## src/rtl/seg_pkg.sv

```systemverilog
package seg_pkg;
  localparam int NSEG   = 4;
  localparam int SEG_W  = $clog2(NSEG);
  localparam int BASE_W = 24;
  localparam int LIM_W  = 16;
  localparam int RTS_W  = 4;

  localparam int RT_P = 3;
  localparam int RT_R = 2;
  localparam int RT_W = 1;
  localparam int RT_X = 0;

  typedef enum logic [1:0] {
    K_READ  = 2'b00,
    K_WRITE = 2'b01,
    K_FETCH = 2'b10,
    K_READ2 = 2'b11
  } acc_kind_e;

  typedef enum logic [2:0] {
    F_NONE  = 3'd0,
    F_NP    = 3'd1,
    F_WRITE = 3'd2,
    F_EXEC  = 3'd3,
    F_READ  = 3'd4,
    F_LIMIT = 3'd5
  } flt_code_e;

  typedef struct packed {
    logic [BASE_W-1:0] base;
    logic [LIM_W-1:0]  limit;
    logic [RTS_W-1:0]  rights;
  } desc_t;
endpackage

```

## src/rtl/seg_desc_store.sv

```systemverilog
module seg_desc_store
  import seg_pkg::*;
#(
  parameter int N = NSEG,
  localparam int IW = $clog2(N)
) (
  input  logic          clk,
  input  logic          rst,
  input  logic          wr_en,
  input  logic [IW-1:0] wr_idx,
  input  desc_t         wr_desc,
  input  logic [IW-1:0] rd_idx,
  output desc_t         rd_desc
);
  desc_t        mem [N];
  logic [N-1:0] present_q;

  always_ff @(posedge clk) begin
    if (wr_en) mem[wr_idx] <= wr_desc;
  end

  always_ff @(posedge clk) begin
    if (rst) present_q <= '0;
    else if (wr_en) present_q[wr_idx] <= wr_desc.rights[RT_P];
  end

  always_comb begin
    rd_desc = mem[rd_idx];
    rd_desc.rights[RT_P] = present_q[rd_idx];
  end
endmodule

```

## src/rtl/seg_prot_check.sv

```systemverilog
module seg_prot_check
  import seg_pkg::*;
#(
  parameter int OFF_W = 16
) (
  input  desc_t             desc,
  input  logic [OFF_W-1:0]  off,
  input  logic [1:0]        kind,
  input  logic [1:0]        size_m1,
  output logic              ok,
  output logic [2:0]        code,
  output logic [BASE_W-1:0] addr
);
  logic [OFF_W:0] last_byte;
  logic           over;

  always_comb begin
    last_byte = {1'b0, off} + {{(OFF_W-1){1'b0}}, size_m1};
    over      = last_byte > {{(OFF_W+1-LIM_W){1'b0}}, desc.limit};
    code      = F_NONE;
    if (!desc.rights[RT_P])                               code = F_NP;
    else if (kind == K_WRITE && !desc.rights[RT_W])       code = F_WRITE;
    else if (kind == K_FETCH && !desc.rights[RT_X])       code = F_EXEC;
    else if ((kind == K_READ || kind == K_READ2) && !desc.rights[RT_R])
                                                          code = F_READ;
    else if (over)                                        code = F_LIMIT;
    ok   = (code == F_NONE);
    addr = desc.base + BASE_W'(off);
  end
endmodule

```

## src/rtl/seg_desc_check.sv

```systemverilog
module seg_desc_check
  import seg_pkg::*;
#(
  parameter int OFF_W = 16
) (
  input  logic              clk,
  input  logic              rst,
  input  logic              ld_valid,
  input  logic [SEG_W-1:0]  ld_seg,
  input  logic [BASE_W-1:0] ld_base,
  input  logic [LIM_W-1:0]  ld_limit,
  input  logic [RTS_W-1:0]  ld_rights,
  input  logic              acc_valid,
  input  logic [SEG_W-1:0]  acc_seg,
  input  logic [OFF_W-1:0]  acc_off,
  input  logic [1:0]        acc_kind,
  input  logic [1:0]        acc_size,
  output logic              pa_valid,
  output logic [BASE_W-1:0] pa_addr,
  output logic              flt_valid,
  output logic [SEG_W-1:0]  flt_seg,
  output logic [2:0]        flt_code
);
  desc_t             cur_desc;
  logic              chk_ok;
  logic [2:0]        chk_code;
  logic [BASE_W-1:0] chk_addr;

  seg_desc_store #(.N(NSEG)) u_store (
    .clk     (clk),
    .rst     (rst),
    .wr_en   (ld_valid),
    .wr_idx  (ld_seg),
    .wr_desc ('{base: ld_base, limit: ld_limit, rights: ld_rights}),
    .rd_idx  (acc_seg),
    .rd_desc (cur_desc)
  );

  seg_prot_check #(.OFF_W(OFF_W)) u_chk (
    .desc    (cur_desc),
    .off     (acc_off),
    .kind    (acc_kind),
    .size_m1 (acc_size),
    .ok      (chk_ok),
    .code    (chk_code),
    .addr    (chk_addr)
  );

  always_ff @(posedge clk) begin
    if (rst) begin
      pa_valid  <= 1'b0;
      pa_addr   <= '0;
      flt_valid <= 1'b0;
      flt_seg   <= '0;
      flt_code  <= F_NONE;
    end else begin
      pa_valid  <= acc_valid && chk_ok;
      flt_valid <= acc_valid && !chk_ok;
      if (acc_valid && chk_ok) pa_addr <= chk_addr;
      if (acc_valid && !chk_ok) begin
        flt_seg  <= acc_seg;
        flt_code <= chk_code;
      end
    end
  end
endmodule

```

## config.mk

```make
export PLATFORM = sky130hd
export DESIGN_NAME = seg_desc_check
export DESIGN_NICKNAME = d
export VERILOG_FILES = /design/src/rtl/seg_pkg.sv /design/src/rtl/seg_desc_store.sv /design/src/rtl/seg_prot_check.sv /design/src/rtl/seg_desc_check.sv
export SDC_FILE = /design/constraint.sdc
export NUM_CORES = 1
export LEC_CHECK = 0
export BUFFER_PORTS_ARGS = -buffer_cell sky130_fd_sc_hd__buf_2
export CORE_ASPECT_RATIO = 1.5
export CORE_MARGIN = 1.5
export CORE_UTILIZATION = 48
export CTS_CLUSTER_DIAMETER = 30
export DETAILED_ROUTE_END_ITERATION = 10
export MAX_ROUTING_LAYER = met4
export PLACE_DENSITY = 0.75
export SLEW_MARGIN = 15
export SYNTH_ARGS = -nofsm -noshare
export SYNTH_HDL_FRONTEND = slang
export SYNTH_HIERARCHICAL = 1
export SYNTH_SLANG_ARGS = --single-unit
```

## constraint.sdc

```tcl
create_clock -name clk -period 5.45 [get_ports clk]
set_input_delay 0.545 -clock clk [delete_from_list [all_inputs] [get_ports clk]]
set_output_delay 0.545 -clock clk [all_outputs]
set_load 0.02 [all_outputs]
```

# Word-level counts from Yosys, hierarchy flattened
# Memory sizes are Yosys's and may differ from the RTL's.
# Index checks and enable logic that the tools add are counted.
# totals
regBits	35
ramBits	176
in_bits	72
out_inout_bits	31
word_cells	41
memories	1
# memory_table
memory	depth	word_bits	read_ports	rd_ports_with_merged_regs	write_ports	line_no	source
u_store.mem	4	44	1	0	1	seg_desc_store.sv:15	desc_t mem [N];
# classes
add_sub_neg	2
magnitude_cmp	4
eq_ne	3
n_mux	12
n_reduce_logical	13
# ops
op	count
$add 24x16->24	1
$add 16x2->17	1
$gt 17x16->1	1
$mux 3	5
$logic_and 1x1->1	6
$lt 2x3->1 const B	2
$bwmux 4	1
$eq 2x2->1 const B	2
$logic_not 1->1	4
$mux 1	4
$logic_not 3->1	1
$bmux 1 s2	1
$demux 1 s2	1
$eq 2x1->1 const B	1
$ge 2x1->1 const B	1
$logic_not 2->1	1
$logic_or 1x1->1	1

# Depth between registers and ports, before layout
# Gate-level depths: netlist of the first run.
# depth
word_depth	10
ltp_mapped	18
mapped_depth_nobuf	15

# By module
# The synthesis of the first run kept the hierarchy.
# by_module_without_submodules
mod	n_inst	cells_each	area_per_inst_um2	seq_area_each_um2
seg_desc_store	1	244	6472.5	5245.0
seg_prot_check	1	241	1697.9	0.0
seg_desc_check	1	137	1530.2	620.6

# Least setup slack after synthesis of the first run
# OpenSTA, ideal clock, no wires.
# synth_path
path_type	input to register
from	in ld_seg[0]
to	mem u_store/mem[0][0] (netlist name), enable pin
setup_ps	511
t_arrival_ps	3840
t_required_ps	4939
slack_ps	1099
cell_stages	1
n_path_buf	0
cell_sequence	nor3b_1
# synth_rtl
element	line_no	source
start: declaration	seg_desc_check.sv:9	input logic [SEG_W-1:0] ld_seg,
end: declaration	seg_desc_store.sv:15	
# No word-level cell before the write port.

# Final worst setup path of the first run
# layout_path
from	in acc_off[0]
to	reg pa_addr[13]
# layout_via
elab_chain_len	9
elab_cells_between_ends	10
classes_between	add/sub: 2; order compare: 1; mux: 5; reduce/logical: 2
# layout_lines
element	line_no	source
start: declaration	seg_desc_check.sv:15	input logic [OFF_W-1:0] acc_off,
$add 16x2->17	seg_prot_check.sv:18	last_byte = {1'b0, off} + {{(OFF_W-1){1'b0}}, size_m1};
$gt 17x16->1	seg_prot_check.sv:19	over = last_byte > {{(OFF_W+1-LIM_W){1'b0}}, desc.limit};
$mux 3	seg_prot_check.sv:26	else if (over) code = F_LIMIT;
$mux 3	seg_prot_check.sv:24	else if ((kind == K_READ || kind == K_READ2) && !desc.rights[RT_R])
$mux 3	seg_prot_check.sv:23	else if (kind == K_FETCH && !desc.rights[RT_X]) code = F_EXEC;
$mux 3	seg_prot_check.sv:22	else if (kind == K_WRITE && !desc.rights[RT_W]) code = F_WRITE;
$mux 3	seg_prot_check.sv:21	if (!desc.rights[RT_P]) code = F_NP;
$logic_not 3->1	seg_prot_check.sv:27	ok = (code == F_NONE);
via chk_ok	seg_desc_check.sv:25	logic chk_ok;
$logic_and 1x1->1	seg_desc_check.sv:59	if (acc_valid && chk_ok) pa_addr <= chk_addr;
end signal: assignment	seg_desc_check.sv:59	
end: declaration	seg_desc_check.sv:19	output logic [BASE_W-1:0] pa_addr,
# The timed path passes the listed nets, and every way through them passes these cells.
# A chain may end at the register's enable or synchronous reset.

==> impl_metrics.tcl, run 1 <==
set metrics [dict create \
    cts-hold-fix-buffers 0 \
    finalWorstSetupSlack_ps 1340 \
    drt_wl_total_um 20500 \
    rsz0062_at_grt "false" \
    cp_slowest_stage_delay_ps 630 \
    ir_drop_v 0.000246 \
    critPathRequiredTime_ps 5810 \
    drive_above_1_share_pct 32.3 \
    tns_ps 0 \
    dpl_cell_area_mm2 0.0103 \
    dieArea_mm2 0.0211 \
    post-route-util_pct 57.0 \
    critPathMaxFanout 33 \
    critical_path_buf_inv_count 2 \
    ios 103 \
    ant_nets 0 \
    status "finished, final reports clean" \
    numCtsBuffers 28 \
    cts_buffer_depth 3 \
    die_y_um 177 \
    synth.distinct_cells 59 \
    ys_ff_latch 207 \
    cts_max_level 1 \
    grt_max_degree 56 \
    wl_per_cell_um 20.0 \
    place.gp.congestion 0.941 \
    maxSlewViolCount 0 \
    grt_pass1_wl_um 31800 \
    die_w_um 119 \
    hpwlAfterDp_um 14000 \
    drt_iter0_markers 413 \
    path_cells "buf_2 -> ha_1 -> fa_1 -> and3_1 -> and3_1 -> xor2_1 -> ha_1 -> a21o_1 -> a221oi_1 -> o211ai_1 -> a32oi_1 -> and3b_2 -> buf_4 -> a21bo_1 -> a21oi_2" \
    cts_tree "done" \
    fillCellCount 1486 \
    syn_to_final_growth_pct 16.3 \
    p_leak_nw 4.18 \
    cts_setup_buffers 0 \
    vias 5683 \
    cts_num_sinks 207 \
    clk_latency_ps 530 \
    drv_cap 0 \
    syn_inst 622 \
    via_per_inst 5.56 \
    async_flop_share_pct 0 \
    grt_pass1_vias 6030 \
    ys_seq_area_share_pct 60.5 \
    nets 848 \
    setup-violations-final 0 \
    period_needed_ps 4110 \
    cp_slowest_cell "and3b_2" \
    synth_ff_type "edfxtp_1" \
    skew_ps 21.0 \
    antenna_found_initial 4 \
    post_cts_resized 0 \
    synth_area_mm2 0.00970 \
    maxSlewHeadroom_pct 33.0 \
    crit_arrival_ps 4470 \
    grt_overflow_total 0 \
    dp_slack_ps 878 \
    startpoint_type "input port" \
    clk_pin_slew_ps 60 \
    synth_fp_nets 732 \
    crit_path_end_kind "flip-flop" \
    grt_use_total_pct 20.1 \
    power_density_mw_per_mm2 353 \
    fin_area_mm2 0.0113 \
    cp_top_family "compound AO/OA/AOI/OAI gates" \
    worstMarginPinSlew_ps 1010 \
    io_buffers 102 \
    fmax_mhz 243 \
    fin_crit_sh_pct 75.4 \
    drc 0 \
    cts-root-buf "clkbuf_16" \
    synth-edff-count 172 \
    yosys_warnings 6 \
    hold_viol_final 0 \
    first_pass_iters 5 \
    hold_class "input port to flip-flop" \
    start_util_pct 49.0 \
    crit_type "input port to flip-flop" \
    core_area_mm2 0.0198 \
    num_rows 63 \
    avgSynthCellArea_um2 15.6 \
]
final cells by class:
cell class | instances | area, um^2 | share of cell area (%)
Clock buffer | 30 | 729 | 6.47
Multi-Input combinational cell | 361 | 3450 | 30.6
Timing Repair Buffer | 112 | 598 | 5.30
Antenna cell | 4 | 10.0 | 0.0887
Sequential cell | 207 | 5870 | 52.0
Tap cell | 260 | 325 | 2.88
Clock inverter | 21 | 196 | 1.74
Inverter | 28 | 105 | 0.932
cells in the mapped netlist (all sizes together) (15+ instances only):
cell type,instances,area (um^2)
mux4,44,1010
inv,28,105
nand2,23,86.3
o21ai,19,95.1
edfxtp,172,5160
nand3,40,245
xnor2,23,201
a21bo,24,240
a21oi,44,314
nor2,15,56.3
ha,36,450
buf,25,283
dfxtp,35,701
nand2b,17,106
cells in the final DEF (no fill, tap or decap), drive strengths merged, types with 2 or more instances in the layout:
cell type and instances:
and2b 2, a21o 8, xor2 9, buf 112
nand2b 17, diode 4, inv 37, mux4 44
o21ai 19, ha 36, a21oi 44, mux2i 5
dfxtp 35, nand2 23, o211ai 3, a31oi 4
clkinvlp 2, a211oi 2, nand3 40, o2111ai 2
nor3 2, nand4 3, fa 2, nor2 15
or2 3, a21bo 24, clkinv 9, edfxtp 172
clkbuf 30, and3b 2, nand4bb 5, xnor2 23
and3 9
metal layers:
layer,track usage (%),vias up,wire length [um]
li1,-,2656,-
met4,8.73,0,770
met3,3.83,51,1130
met5,-,-,0
met1,21.6,2782,7620
met2,35.9,194,11000
per-stage QoR:
step / std cells / power (mW) / hold WS (ps)
after floorplan: 622 / 2.14 / 443
after global placement: 968 / 2.24 / 455
after detailed placement: 968 / 2.26 / 467
after CTS: 1019 / 4.01 / 211
after global routing: 1023 / 4.13 / 220
final: 1023 / 3.98 / 222
report_power, final:
group          total (mW)  switching (mW)  internal, mW
Combinational       0.431           0.253         0.178
Clock                1.75           0.706          1.04
Sequential           1.81          0.0172          1.79
Total                3.98           0.975          3.01
path summary, 6_finish.rpt:
check | slack (ps) | startpoint | endpoint | cells past startpoint
setup / recovery | 1340 | acc_off[0] | pa_addr[13]$_SDFFE_PP0P_ | 15
hold / removal | 220 | ld_base[19] | u_store/mem[1][39]$_DFFE_PP_ | 1
setup reg to reg | 1780 | u_store/mem[3][18]$_DFFE_PP_ | pa_addr[13]$_SDFFE_PP0P_ | 11
hold reg to reg | 470 | flt_code[0]$_SDFFE_PP0P_ | flt_code[0]$_SDFFE_PP0P_ | 2
cells by family (layout without fill, tap and decap cells):
family | count (synthesis) | after routing | synth area share [%]
and+or+nand+nor | 129 | 129 | 7.74
adders and majority gates | 38 | 38 | 5.06
xor gates and xnor gates | 32 | 32 | 2.89
DFF | 207 | 207 | 60.5
muxes | 49 | 49 | 10.9
AOI/OAI and AO/OA | 113 | 113 | 8.91
other | 0 | 4 | 0
buffers and inverters | 54 | 191 | 4.05
registers in the layout (all words and copies together), names as in the netlist:
name	cells
u_store/mem	172
pa_addr	24
u_store/present_q	4
flt_code	3
flt_seg	2
flt_valid	1
pa_valid	1
Power figures use the tool's default switching activity.
==> run 2: changes to the inputs <==
==> constraint.sdc (replaced) <==
create_clock -name clk -period 4.1 [get_ports clk]
set_input_delay 0.41 -clock clk [delete_from_list [all_inputs] [get_ports clk]]
set_output_delay 0.41 -clock clk [all_outputs]
set_load 0.02 [all_outputs]
==> impl_metrics.tcl, run 2 (synthesis results as in run 1) <==
set metrics [dict create \
    ir_drop_v 0.000358 \
    syn_to_final_growth_pct 16.5 \
    power_density_mw_per_mm2 465 \
    drc 0 \
    ant_nets 0 \
    rsz0062_at_grt "false" \
    core_area_mm2 0.0198 \
    cts_buffer_depth 3 \
    die_w_um 119 \
    vias 5745 \
    fin_crit_sh_pct 89.7 \
    cts-hold-fix-buffers 0 \
    via_per_inst 5.60 \
    post-route-util_pct 57.1 \
    grt_max_degree 56 \
    largestRegisters "u_store/mem (172), pa_addr (24), u_store/present_q (4)" \
    first_pass_iters 4 \
    drive_above_1_share_pct 32.6 \
    drv_cap 0 \
    cts_max_level 1 \
    skew_ps 11.9 \
    final_common_cell "edfxtp_1" \
    start_util_pct 49.0 \
    setup-violations-final 0 \
    grt_pass1_wl_um 32000 \
    fin_cells 1025 \
    critPathMaxFanout 41 \
    cts-root-buf "clkbuf_16" \
    largest_reg_flops 172 \
    numCtsBuffers 27 \
    clk_latency_ps 530 \
    hpwlAfterDp_um 14400 \
    fmax_mhz 272 \
    dpl_cell_area_mm2 0.0104 \
    cts_num_sinks 207 \
    io_buffers 102 \
    cts_setup_buffers 0 \
    clk_pin_slew_ps 60 \
    dp_slack_ps -98.7 \
    finalWorstSetupSlack_ps 422 \
    worstMarginPinSlew_ps 1030 \
    critPathRequiredTime_ps 4550 \
    ios 103 \
    place.gp.congestion 0.885 \
    p_leak_nw 4.20 \
    nets 850 \
    wl_per_cell_um 19.9 \
    top_register "u_store/mem" \
    die_y_um 177 \
    period_needed_ps 3680 \
    grt_overflow_total 0 \
    final_cell_mix "172 x edfxtp_1, 102 x buf_2, 40 x mux4_2" \
    hold_viol_final 0 \
    cts_tree "done" \
    dieArea_mm2 0.0211 \
    crit_type "input port to flip-flop" \
    maxSlewHeadroom_pct 31.1 \
    drt_iter0_markers 342 \
    maxSlewViolCount 0 \
    fin_area_mm2 0.0113 \
    place_inst 971 \
    startpoint_type "input port" \
    hold_class "input port to flip-flop" \
    num_rows 63 \
    post_cts_resized 0 \
    crit_path_end_kind "flip-flop" \
    tns_ps 0 \
    drt_wl_total_um 20400 \
    grt_pass1_vias 6112 \
    status "finished, final reports clean" \
    antenna_found_initial 4 \
    crit_arrival_ps 4130 \
    grt_use_total_pct 20.3 \
]
-- run 2: critical path: stages --
cell,delay (ps)
buf_2,110
ha_1,240
fa_1,470
and3_1,240
and3_1,210
xor2_1,140
ha_1,290
nand3_1,120
nor4_1,510
o21ai_0,270
o211ai_1,150
a32oi_1,140
and3b_2,300
buf_12,180
a21bo_1,200
a21oi_2,120
-- run 2: routing by layer --
layer  up-vias  routed length [um]  global-route usage, %
li1       2657                   -                      -
met1      2909                7610                   21.6
met2       133               11400                   37.4
met3        46                 825                   2.96
met4         0                 633                   8.84
met5         -                   0                      -
-- run 2: area by class of cell --
| cell class | count | area [um^2] |
|---|---|---|
| fillers | 1510 | 8480 |
| flip-flops and latches | 207 | 5870 |
| multi-input cells | 361 | 3460 |
| clock buffers | 31 | 701 |
| repair buffers | 115 | 646 |
| well taps | 260 | 325 |
| clock inverters | 19 | 194 |
| inverters | 28 | 105 |
| diodes | 4 | 10.0 |
-- run 2: per-stage QoR --
step / total power [mW] / hold WS (ps)
finish: 5.25 / 90.1
global route: 5.44 / 80.8
CTS: 5.28 / 79.5
detailed placement: 3.01 / 469
global placement: 2.99 / 456
floorplan: 2.84 / 443
-- run 2: worst paths after layout --
check / slack, ps / endpoint / cells past startpoint / startpoint
setup / recovery: 420 / pa_addr[11]$_SDFFE_PP0P_ / 16 / acc_off[0]
setup reg to reg: 880 / pa_addr[11]$_SDFFE_PP0P_ / 12 / u_store/mem[3][19]$_DFFE_PP_
hold / removal: 90 / u_store/mem[3][14]$_DFFE_PP_ / 1 / ld_limit[10]
hold reg to reg: 480 / u_store/present_q[3]$_SDFFE_PP0P_ / 2 / u_store/present_q[3]$_SDFFE_PP0P_
-- run 2: report_power, final --
part	switching [mW]	total [mW]	internal, mW
logic	0.330	0.572	0.242
clock network	0.942	2.28	1.34
registers	0.0240	2.40	2.38
total	1.30	5.25	3.96
==> run 3: changes to the inputs <==
--- a/config.mk
+++ b/config.mk
@@ -8,13 +8,12 @@
 export BUFFER_PORTS_ARGS = -buffer_cell sky130_fd_sc_hd__buf_2
 export CORE_ASPECT_RATIO = 1.5
 export CORE_MARGIN = 1.5
-export CORE_UTILIZATION = 48
+export CORE_UTILIZATION = 40
 export CTS_CLUSTER_DIAMETER = 30
 export DETAILED_ROUTE_END_ITERATION = 10
 export MAX_ROUTING_LAYER = met4
-export PLACE_DENSITY = 0.75
+export PLACE_DENSITY = 0.66
 export SLEW_MARGIN = 15
 export SYNTH_ARGS = -nofsm -noshare
 export SYNTH_HDL_FRONTEND = slang
-export SYNTH_HIERARCHICAL = 1
 export SYNTH_SLANG_ARGS = --single-unit
==> impl_metrics.tcl, run 3 <==
set metrics [dict create \
    status "finished, final reports clean" \
    cts_num_sinks 207 \
    post_cts_resized 0 \
    syn_inst 599 \
    tns_ps 0 \
    critPathMaxFanout 5 \
    avgSynthCellArea_um2 15.4 \
    maxSlewHeadroom_pct 32.0 \
    synth_area_mm2 0.00925 \
    syn_to_final_growth_pct 20.2 \
    crit_arrival_ps 3850 \
    die_y_um 189 \
    cts_tree "done" \
    cts_buffer_depth 3 \
    grt_use_total_pct 17.4 \
    numCtsBuffers 26 \
    drt_iter0_markers 312 \
    crit_path_end_kind "flip-flop" \
    fin_cells 1026 \
    top_register "u_store.mem" \
    largest_reg_flops 172 \
    final_common_cell "edfxtp_1" \
    dieArea_mm2 0.0241 \
    setup-violations-final 0 \
    path_cells "buf_2 -> ha_1 -> a21o_1 -> nor2b_1 -> nand3_1 -> nor2_1 -> nand3_1 -> xnor2_1 -> ha_1 -> and3_1 -> a221o_1 -> a211oi_1 -> o21ai_1 -> a21boi_1 -> a31oi_1 -> and2_1" \
    vias 5486 \
    swShare_pct 24.0 \
    maxSlewViolCount 0 \
    rsz0062_at_grt "false" \
    ios 103 \
    synth_top_area_cell "edfxtp_1" \
    power_density_mw_per_mm2 481 \
    critPathRequiredTime_ps 4500 \
    p_leak_nw 4.12 \
    p_seq_share_pct 44.9 \
    ys_ff_latch 207 \
    cts_setup_buffers 0 \
    clk_pin_slew_ps 60 \
    synth_ff_type "edfxtp_1" \
    first_pass_iters 4 \
    hold_class "input port to flip-flop" \
    fin_crit_sh_pct 84.1 \
    drc 0 \
    synth.most_common_cell "edfxtp_1" \
    grt_overflow_total 0 \
    crit_type "input port to flip-flop" \
    drt_wl_total_um 19800 \
    drv_cap 0 \
    place_inst 977 \
    cp_slowest_stage_delay_ps 340 \
    ir_drop_v 0.000330 \
    worstMarginPinSlew_ps 1020 \
    period_needed_ps 3450 \
    io_buffers 102 \
    p_switching_mw 1.28 \
    die_w_um 127 \
    comb_power_share_pct 10.7 \
    antenna_found_initial 1 \
    core_area_mm2 0.0229 \
    ys_seq_area_share_pct 63.4 \
    holdWs_ps 101 \
    synth.distinct_cells 68 \
    intPower_mw 4.06 \
    ant_nets 0 \
    synth_fp_nets 709 \
    wl_per_cell_um 19.3 \
    largestRegisters "u_store.mem (172), pa_addr (24), u_store.present_q (4)" \
    cts-root-buf "clkbuf_16" \
    fmax_mhz 290 \
    yosys_warnings 0 \
    clkPwrFrac_pct 44.4 \
    drive_above_1_share_pct 31.0 \
    grt_pass1_wl_um 31000 \
    place.gp.congestion 0.856 \
    synth_area_leaders "edfxtp_1 56%, mux4_2 10%, dfxtp_1 7.6%" \
    num_rows 68 \
    clk_latency_ps 520 \
    via_per_inst 5.35 \
    hold_viol_final 0 \
    synth_top_area_share_pct 55.9 \
    synth-edff-count 172 \
    power.total_mw 5.34 \
    nets 835 \
    cp_slowest_cell "a21boi_1" \
    fillCellCount 1968 \
    grt_pass1_vias 5754 \
    start_util_pct 40.4 \
    final_cell_mix "172 x edfxtp_1, 102 x buf_2, 51 x nand2_1" \
    synthTopCellsByCount "172 x edfxtp_1, 51 x nand2_1, 43 x mux4_2" \
    hpwlAfterDp_um 14100 \
    cts-hold-fix-buffers 0 \
    cts_max_level 1 \
    grt_max_degree 45 \
    startpoint_type "input port" \
    async_flop_share_pct 0 \
    skew_ps 15.9 \
]
## run 3: path summary, 6_finish.rpt
check	endpoint	slack, ps	start	cells past startpoint
worst max-delay path	flt_valid$_SDFF_PP0_	650	acc_size[1]	16
worst min-delay path	u_store.mem[1][1]$_DFFE_PP_	100	ld_rights[1]	1
worst max register to register	pa_addr[16]$_SDFFE_PP0P_	730	u_store.mem[3][20]$_DFFE_PP_	11
worst min register to register	flt_code[1]$_SDFFE_PP0P_	450	flt_code[1]$_SDFFE_PP0P_	2
## run 3: power groups by stage
stage	Clock, mW	Combinational, mW	Sequential (mW)
CTS	2.41	0.578	2.40
global placement	0	0.571	2.44
global route	2.49	0.633	2.41
finish	2.37	0.571	2.40
floorplan	0	0.374	2.45
detailed placement	0	0.575	2.45
## run 3: area by class of cell
| cell class | count | area [um^2] | area share [%] |
|---|---|---|---|
| Sequential cell | 207 | 5870 | 52.8 |
| Tap cell | 280 | 350 | 3.15 |
| Clock buffer | 28 | 679 | 6.11 |
| Multi-Input combinational cell | 345 | 3180 | 28.6 |
| Antenna cell | 1 | 2.50 | 0.0225 |
| Clock inverter | 20 | 254 | 2.28 |
| Inverter | 28 | 105 | 0.945 |
| Timing Repair Buffer | 117 | 686 | 6.17 |
## run 3: cell families (layout without fill, tap and decap cells)
| kind of cell | count (synthesis) | count (layout) | synth area share (%) |
|---|---|---|---|
| AO/OA/AOI/OAI | 92 | 92 | 6.94 |
| adder cells (fa/ha/maj) | 38 | 38 | 5.30 |
| AND/OR/NAND/NOR | 137 | 137 | 7.82 |
| XOR/XNOR | 28 | 28 | 2.65 |
| multiplexers | 50 | 50 | 11.4 |
| other | 0 | 1 | 0 |
| flip-flops | 207 | 207 | 63.4 |
| buffers and inverters | 47 | 193 | 2.45 |
## run 3: layer usage
| metal | vias up | GRT usage [%] | share of wire (%) |
|---|---|---|---|
| met5 | - | - | 0 |
| met4 | 0 | 6.60 | 2.9 |
| met3 | 42 | 2.57 | 4.3 |
| met2 | 130 | 30.3 | 52 |
| met1 | 2711 | 20.5 | 40 |
| li1 | 2603 | - | - |
## run 3: worst max-delay path, delay by kind of cell
family	cells	cell delay [ps]
adder cells (fa/ha/maj)	2	580
buffers and inverters	1	110
AND/OR/NAND/NOR	6	1160
AO/OA/AOI/OAI	6	1440
XOR/XNOR	1	150
## run 3: through the flow
| stage | setup WS (ps) | util [%] | instance area [um^2] |
|---|---|---|---|
| floorplan | 335 | - | 9250 |
| global placement | 213 | 44.5 | 10200 |
| detailed placement | 134 | 44.5 | 10200 |
| CTS | 653 | 48.6 | 11100 |
| global route | 292 | 48.6 | 11100 |
| finish | 652 | 48.6 | 11100 |
